--- src/rtl/hs_pkg.sv ---
package hs_pkg;

    localparam int IW = 32;

    typedef enum logic [1:0] {
        ST_IDLE  = 2'd0,
        ST_STORE = 2'd1,
        ST_FAULT = 2'd2
    } hs_state_e;

    typedef struct packed {
        logic       legal;
        logic       use_reg;
        logic       add;
        logic       post;
        logic       wb;
        logic       y;
        logic       s;
        logic [4:0] base_idx;
        logic [4:0] off_idx;
        logic [4:0] src_idx;
    } hs_dec_t;

endpackage

--- src/rtl/hs_decode.sv ---
module hs_decode
    import hs_pkg::*;
(
    input  logic [IW-1:0] instr,
    output hs_dec_t       dec
);

    logic [3:0] mcode;
    logic       fmt_ok;
    logic       mode_ok;
    logic       unused_bits;

    assign unused_bits = ^{instr[31:28], instr[0]};
    assign mcode       = instr[12:9];
    assign fmt_ok      = (instr[6:2] == 5'b10101) && !instr[8];

    always_comb begin
        mode_ok = 1'b0;
        if (!mcode[3] && !mcode[1]) begin
            mode_ok = 1'b1;
        end else if (mcode[3]) begin
            mode_ok = 1'b1;
        end
    end

    always_comb begin
        dec          = '0;
        dec.legal    = fmt_ok && mode_ok;
        dec.use_reg  = mcode[2];
        dec.add      = mcode[0];
        dec.post     = mcode[3] && mcode[1];
        dec.wb       = mcode[3];
        dec.y        = instr[7];
        dec.s        = instr[1];
        dec.src_idx  = instr[27:23];
        dec.base_idx = instr[22:18];
        dec.off_idx  = instr[17:13];
    end

endmodule

--- src/rtl/hs_addr_calc.sv ---
module hs_addr_calc #(
    parameter int XLEN       = 32,
    parameter int N_W        = 5,
    parameter int CIRC_FIRST = 4,
    parameter int CIRC_SLOTS = 4
) (
    input  logic [XLEN-1:0]                  base,
    input  logic [XLEN-1:0]                  off_raw,
    input  logic                             add,
    input  logic                             post,
    input  logic                             y,
    input  logic [4:0]                       base_idx,
    input  logic [2*CIRC_SLOTS*(N_W+1)-1:0]  ctl,
    output logic [XLEN-1:0]                  addr,
    output logic [XLEN-1:0]                  new_base
);

    localparam int SLOT_W = N_W + 1;
    localparam int NSLOT  = 2 * CIRC_SLOTS;

    logic [NSLOT-1:0] slot_en;
    logic [N_W-1:0]   slot_n [NSLOT];

    for (genvar k = 0; k < NSLOT; k++) begin : g_slot
        assign slot_en[k] = ctl[k*SLOT_W + N_W];
        assign slot_n[k]  = ctl[k*SLOT_W +: N_W];
    end

    logic [XLEN-1:0] scaled;
    logic [XLEN-1:0] modv;
    logic [XLEN-1:0] mask;
    logic [XLEN:0]   span;
    logic            circ_on;
    logic [N_W-1:0]  circ_n;
    int              rel;
    int              slot;

    assign scaled = {off_raw[XLEN-2:0], 1'b0};
    assign modv   = add ? (base + scaled) : (base - scaled);

    always_comb begin
        rel     = int'(base_idx) - CIRC_FIRST;
        slot    = y ? rel + CIRC_SLOTS : rel;
        circ_on = 1'b0;
        circ_n  = '0;
        for (int k = 0; k < NSLOT; k++) begin
            if (rel >= 0 && rel < CIRC_SLOTS && slot == k) begin
                circ_on = slot_en[k];
                circ_n  = slot_n[k];
            end
        end
    end

    always_comb begin
        span = (XLEN+1)'(1) << ({1'b0, circ_n} + 1'b1);
        mask = span[XLEN-1:0] - XLEN'(1);
        if (circ_on) begin
            new_base = (base & ~mask) | (modv & mask);
        end else begin
            new_base = modv;
        end
        addr = post ? base : new_base;
    end

endmodule

--- src/rtl/hs_lane.sv ---
module hs_lane #(
    parameter int XLEN = 32
) (
    input  logic [15:0]                     half,
    input  logic [$clog2(XLEN/16)-1:0]      sel,
    output logic [XLEN-1:0]                 wdata,
    output logic [XLEN/8-1:0]               be
);

    localparam int LANES = XLEN / 16;
    localparam int SEL_W = $clog2(LANES);

    for (genvar l = 0; l < LANES; l++) begin : g_lane
        assign wdata[l*16 +: 16] = (sel == SEL_W'(l)) ? half : 16'h0000;
        assign be[l*2 +: 2]      = (sel == SEL_W'(l)) ? 2'b11 : 2'b00;
    end

endmodule

--- src/rtl/hstore_agu.sv ---
module hstore_agu
    import hs_pkg::*;
#(
    parameter int XLEN       = 32,
    parameter int N_W        = 5,
    parameter int CIRC_FIRST = 4,
    parameter int CIRC_SLOTS = 4
) (
    input  logic                            clk,
    input  logic                            rst_n,
    input  logic                            in_valid,
    input  logic [31:0]                     instr,
    output logic [4:0]                      rd_base_idx,
    output logic [4:0]                      rd_off_idx,
    output logic [4:0]                      rd_src_idx,
    input  logic [XLEN-1:0]                 a_base_q,
    input  logic [XLEN-1:0]                 a_off_q,
    input  logic [XLEN-1:0]                 a_src_q,
    input  logic [XLEN-1:0]                 b_base_q,
    input  logic [XLEN-1:0]                 b_off_q,
    input  logic [XLEN-1:0]                 b_src_q,
    input  logic [2*CIRC_SLOTS*(N_W+1)-1:0] mode_ctl,
    output logic                            mem_we,
    output logic                            mem_misalign,
    output logic [XLEN-1:0]                 mem_addr,
    output logic [XLEN-1:0]                 mem_wdata,
    output logic [XLEN/8-1:0]               mem_be,
    output logic                            wb_en,
    output logic                            wb_file,
    output logic [4:0]                      wb_idx,
    output logic [XLEN-1:0]                 wb_data
);

    localparam int BE_W  = XLEN / 8;
    localparam int SEL_W = $clog2(XLEN / 16);

    hs_dec_t dec;

    hs_decode u_dec (
        .instr (instr),
        .dec   (dec)
    );

    assign rd_base_idx = dec.base_idx;
    assign rd_off_idx  = dec.off_idx;
    assign rd_src_idx  = dec.src_idx;

    logic [XLEN-1:0] base_v;
    logic [XLEN-1:0] offr_v;
    logic [XLEN-1:0] src_v;
    logic [XLEN-1:0] off_raw;
    logic            unused_src;

    assign base_v     = dec.y ? b_base_q : a_base_q;
    assign offr_v     = dec.y ? b_off_q  : a_off_q;
    assign src_v      = dec.s ? b_src_q  : a_src_q;
    assign off_raw    = dec.use_reg ? offr_v : {{(XLEN-5){1'b0}}, dec.off_idx};
    assign unused_src = ^src_v[XLEN-1:16];

    logic [XLEN-1:0] addr_c;
    logic [XLEN-1:0] new_base_c;

    hs_addr_calc #(
        .XLEN       (XLEN),
        .N_W        (N_W),
        .CIRC_FIRST (CIRC_FIRST),
        .CIRC_SLOTS (CIRC_SLOTS)
    ) u_calc (
        .base     (base_v),
        .off_raw  (off_raw),
        .add      (dec.add),
        .post     (dec.post),
        .y        (dec.y),
        .base_idx (dec.base_idx),
        .ctl      (mode_ctl),
        .addr     (addr_c),
        .new_base (new_base_c)
    );

    logic [XLEN-1:0] wdata_c;
    logic [BE_W-1:0] be_c;

    hs_lane #(.XLEN(XLEN)) u_lane (
        .half  (src_v[15:0]),
        .sel   (addr_c[SEL_W:1]),
        .wdata (wdata_c),
        .be    (be_c)
    );

    hs_state_e state_q;
    hs_state_e state_d;
    hs_state_e accept_st;
    logic      take;

    assign take = in_valid && dec.legal;

    always_comb begin
        accept_st = ST_IDLE;
        if (take) begin
            accept_st = addr_c[0] ? ST_FAULT : ST_STORE;
        end
    end

    always_comb begin
        state_d = ST_IDLE;
        unique case (state_q)
            ST_IDLE:  state_d = accept_st;
            ST_STORE: state_d = accept_st;
            ST_FAULT: state_d = accept_st;
            default:  state_d = ST_IDLE;
        endcase
    end

    always_ff @(posedge clk or negedge rst_n) begin
        if (!rst_n) begin
            state_q <= ST_IDLE;
        end else begin
            state_q <= state_d;
        end
    end

    logic [XLEN-1:0] addr_q;
    logic [XLEN-1:0] wdata_q;
    logic [BE_W-1:0] be_q;
    logic            wb_q;
    logic            wbf_q;
    logic [4:0]      wbi_q;
    logic [XLEN-1:0] wbd_q;

    always_ff @(posedge clk or negedge rst_n) begin
        if (!rst_n) begin
            addr_q  <= '0;
            wdata_q <= '0;
            be_q    <= '0;
            wb_q    <= 1'b0;
            wbf_q   <= 1'b0;
            wbi_q   <= '0;
            wbd_q   <= '0;
        end else if (take) begin
            addr_q  <= addr_c;
            wdata_q <= wdata_c;
            be_q    <= be_c;
            wb_q    <= dec.wb;
            wbf_q   <= dec.y;
            wbi_q   <= dec.base_idx;
            wbd_q   <= new_base_c;
        end
    end

    assign mem_we       = (state_q == ST_STORE);
    assign mem_misalign = (state_q == ST_FAULT);
    assign mem_addr     = addr_q;
    assign mem_wdata    = mem_we ? wdata_q : '0;
    assign mem_be       = mem_we ? be_q : '0;
    assign wb_en        = mem_we && wb_q;
    assign wb_file      = wbf_q;
    assign wb_idx       = wbi_q;
    assign wb_data      = wbd_q;

endmodule

--- config.mk ---
export PLATFORM = sky130hd
export DESIGN_NAME = hstore_agu
export DESIGN_NICKNAME = d
export VERILOG_FILES = /design/src/rtl/hs_pkg.sv /design/src/rtl/hs_decode.sv /design/src/rtl/hs_addr_calc.sv /design/src/rtl/hs_lane.sv /design/src/rtl/hstore_agu.sv
export SDC_FILE = /design/constraint.sdc
export NUM_CORES = 1
export LEC_CHECK = 0
export ABC_CLOCK_PERIOD_IN_PS = 4100
export CORE_AREA = 2 2 154 156
export DETAILED_ROUTE_END_ITERATION = 16
export DIE_AREA = 0 0 156 158
export GPL_ROUTABILITY_DRIVEN = 0
export PLACE_DENSITY = 0.79
export SYNTH_ARGS = -nofsm -noshare
export SYNTH_HDL_FRONTEND = slang
export SYNTH_SLANG_ARGS = --single-unit
export TNS_END_PERCENT = 10
--- constraint.sdc ---
create_clock -name clk -period 4.1 [get_ports clk]
set_input_delay 0.82 -clock clk [delete_from_list [all_inputs] [get_ports clk]]
set_output_delay 0.82 -clock clk [all_outputs]
set_load 0.01 [all_outputs]
==> summary.md <==
| Metric | Value |
|---|---|
| Placeable Area | 0.02305 mm2 |
| Hold Path Class | reg -> reg |
| Initial Util | 0.4203 |
| Area growth, synth to finish | 69.33% |
| Post-place setup slack | -0.8458 ns |
| Vias in the first global route | 11.00k |
| Max Fclk | 231.7 MHz |
| Finished Cell Area | 0.01641 mm2 |
| I/O Buffers | 349 |
| WHS Endpoint | mem_addr[25] |
| Post-synth top flop | dfrtp_1 |
| Area after DPL | 0.01530 mm2 |
| Finish-stage setup viols | 38 |
| Worst slew pin tran | 1.211 ns |
| Worst setup path category | in -> reg |
| GRT Total Usage | 0.2925 |
| Pre-Repair DR Iteration Count | 6 |
| H-tree depth | 3 |
| DIE AREA | 0.02465 mm2 |
| Share of layout cells above drive strength 1 | 0.3089 |
| Via-to-Cell Ratio | 5.714 |
| Global-route wire length before repair | 56.92 mm |
| Die Ht | 158 um |
| Number of flops mapped to enable cells by yosys | 0 |
| Reg-to-Reg Start | mem_addr[24] |
| Total grt overflow | 0 |
| CTS tree | yes |
| Seq cells post-synth | 105 |
| Antenna cells | 0 |
| CP max FO | 8 |
| Final Cycle Share | 1.053 |
| Critical Path AT | 4.59 ns |
| Most frequent CP cell | buf_4 |
| Asr flop ratio synth | 1.000 |
| Buffers plus inverters on the worst setup path | 4 |
| Setup crit end kind | flip-flop |
| Warnings, synthesis | 0 |
| RSZ-0062 raised after global routing | true |
| Clock Skew | 0.001017 ns |
| Setup ws final | -0.2153 ns |
| Clock buffer depth | 2 |
| Crit path time final | 4.315 ns |
| Num ports | 399 |
| Wirelength per Cell | 19.15 um |
| Relative slew slack | 0.1924 |
| Die Width | 156 um |
| Peak supply drop | 203.7 uV |
| Clock latency on the worst-skew pair | 0.35 ns |
| Sequential cell area fraction in the yosys report | 0.2712 |
| Final slew viol count | 0 |
| DRC | 0 |
| Most common library cell in the layout ignoring fill and taps | clkdlybuf4s50_1 |
| Syn Inst Count | 1117 |
| DP HPWL | 29.19 mm |
| Synthesized area per cell | 8.674 um2 |
| Outcome | finished with violations |
| Hold Crit Start | mem_addr[25] |
| Slowest stage delay, CP | 0.41 ns |
| Final wirelength | 37.67 mm |
| CTS Sinks | 105 |
| Failing checks | negative setup slack |
| Pwr/cell area | 286.5 mW/mm2 |
| Total power draw | 4.701 mW |
| Final Hold Viols | 0 |
| # rows | 56 |
| Root cell of the clock tree | clkbuf_16 |
| Worst-case reg-to-reg path depth | 4 |
| Critical path launch point type | primary input |
| CP required | 4.37 ns |
| Most frequent cells in the layout | clkdlybuf4s50_1, buf_4, nand2_1, dfrtp_1, nor2_1 |
| Syn_nets | 1430 |
| Worst path cell trace | buf_12 > mux2_4 > mux2i_4 > buf_6 > nand3_4 > a2111oi_4 > buf_4 > buf_4 > nor2_1 > xnor2_1 > ha_2 > a2111o_1 > a211o_1 > a21o_1 > a21o_4 > o21ai_2 > o211ai_1 > or3_1 > a31oi_1 |
| R2r setup slk | 3.21 ns |
| Reg clk slew, reported paths | 0.07 ns |
| Max_cap viols | 0 |
| Nets@finish | 1985 |
| Hold Path Depth | 2 |
| Synth cell types | 87 |
| Initial DRC Count | 797 |
| Area of the mapped netlist | 0.009689 mm2 |
| Num CTS Buffers | 9 |
| Largest net degree at the start of global routing | 81 |
| Initial antenna violation count | 0 |
| Routed Antenna Nets | 0 |
| Worst R2R End | mem_addr[24] |
| Critical path's slowest cell | or3_1 |
| Via count | 11.24k |
| Pleak | 7.207 nW |
| Final setup TNS | -2.576 ns |
| Worst path top cell family by delay | compound AO/OA/AOI/OAI gates |
-- flip-flops by register name (all words and copies together) (netlist names) --
| register | cells |
|---|---|
| wb_q | 1 |
| wb_data | 32 |
| mem_addr | 31 |
| wb_idx | 5 |
| wb_file | 1 |
| be_q | 1 |
| wdata_q | 32 |
| state_q | 2 |
-- report_power, final --
| group | internal, mW | switching [mW] |
|---|---|---|
| logic | 1.34 | 1.19 |
| clock network | 0.480 | 0.411 |
| registers | 1.19 | 0.0977 |
-- kinds of logic after synthesis --
group,after synthesis,synth area share
AOI/OAI and AO/OA,332,0.2401
xor gates and xnor gates,55,0.04972
adders and majority gates,38,0.04984
buffers and inverters,107,0.05307
DFF,105,0.2712
muxes,130,0.1564
other,1,0.0003870
and+or+nand+nor,349,0.1794
-- Yosys cell counts (5+ instances only) --
cell      count  area, um2
a211oi_1     13      97.59
a21o_1       17      127.6
a21oi_1      56      280.3
a22o_1       32      280.3
a31oi_1      22      137.6
a41oi_1       5      43.79
and2_1       46      287.8
and3_1       15      93.84
buf_1         9      33.78
buf_2        12      60.06
buf_4        20      150.1
clkbuf_1     42      157.7
dfrtp_1     105       2628
ha_1         37      462.9
inv_1        21      78.83
mux2_2       58      653.1
mux2i_1      60      600.6
mux4_2       11      247.7
nand2_1     130      488.0
nand2b_1      6      37.54
nand3_1      22      110.1
nor2_1       60      225.2
nor3_1       25      125.1
o211ai_1     11      82.58
o21a_1        9      67.56
o21ai_0      72      360.4
o21ai_1      10      50.05
o21bai_1      6      45.04
o311ai_0     12      105.1
o31ai_1       8      60.06
or3_1         7      43.79
xnor2_1      49      429.2
xor2_1        6      52.55
-- worst max path at each step --
stage | from | to | slack [ns] | depth (start not counted)
floorplan | instr[7] | mem_addr[22] | -0.16 | 16
global placement | instr[20] | wb_data[24] | -0.74 | 18
detailed placement | instr[21] | mem_addr[30] | -0.85 | 18
CTS | instr[7] | mem_addr[23] | -0.08 | 20
global route | instr[7] | mem_addr[19] | -0.31 | 19
finish | instr[7] | mem_addr[22] | -0.22 | 19
-- metal layers --
metal	global-route usage	wire length, um
met3	0.04353	3222
met2	0.5133	18080
met5	0	6
met4	0.1149	1533
met1	0.3628	14830
-- cell type report --
cell class                      count  area (um2)
Clock inverter                      5       65.06
Sequential cell                   105        2628
Timing Repair Buffer              630        5637
Tap cell                          290       362.8
Inverter                           21       81.33
Multi-Input combinational cell    905        7401
Fill cell                        1674        6645
Clock buffer                       11       232.7
-- stage by stage --
| step | instances | hold WS (ns) | utilization |
|---|---|---|---|
| after floorplan | 1117 | 0.4418 | - |
| after global placement | 1922 | 0.4613 | 0.6638 |
| after detailed placement | 1922 | 0.4681 | 0.6638 |
| after CTS | 1961 | 0.4871 | 0.7015 |
| after global routing | 1967 | 0.5041 | 0.7117 |
| final | 1967 | 0.4813 | 0.7117 |
-- timing repair --
action	CTS	global route
pin swaps	86	73
hold buffers	0	0
endpoints found under the setup margin	94	73
gates cloned	1	0
setup buffers	24	6
gates resized for setup	142	50
-- worst register-to-register path, delay by kind of cell, from the launching register on --
kind / cells / cell delay [ns]
flip-flops: 1 / 0.42
AO/OA/AOI/OAI: 2 / 0.23
AND/OR/NAND/NOR: 2 / 0.12
(Power assumes the default switching activity.)
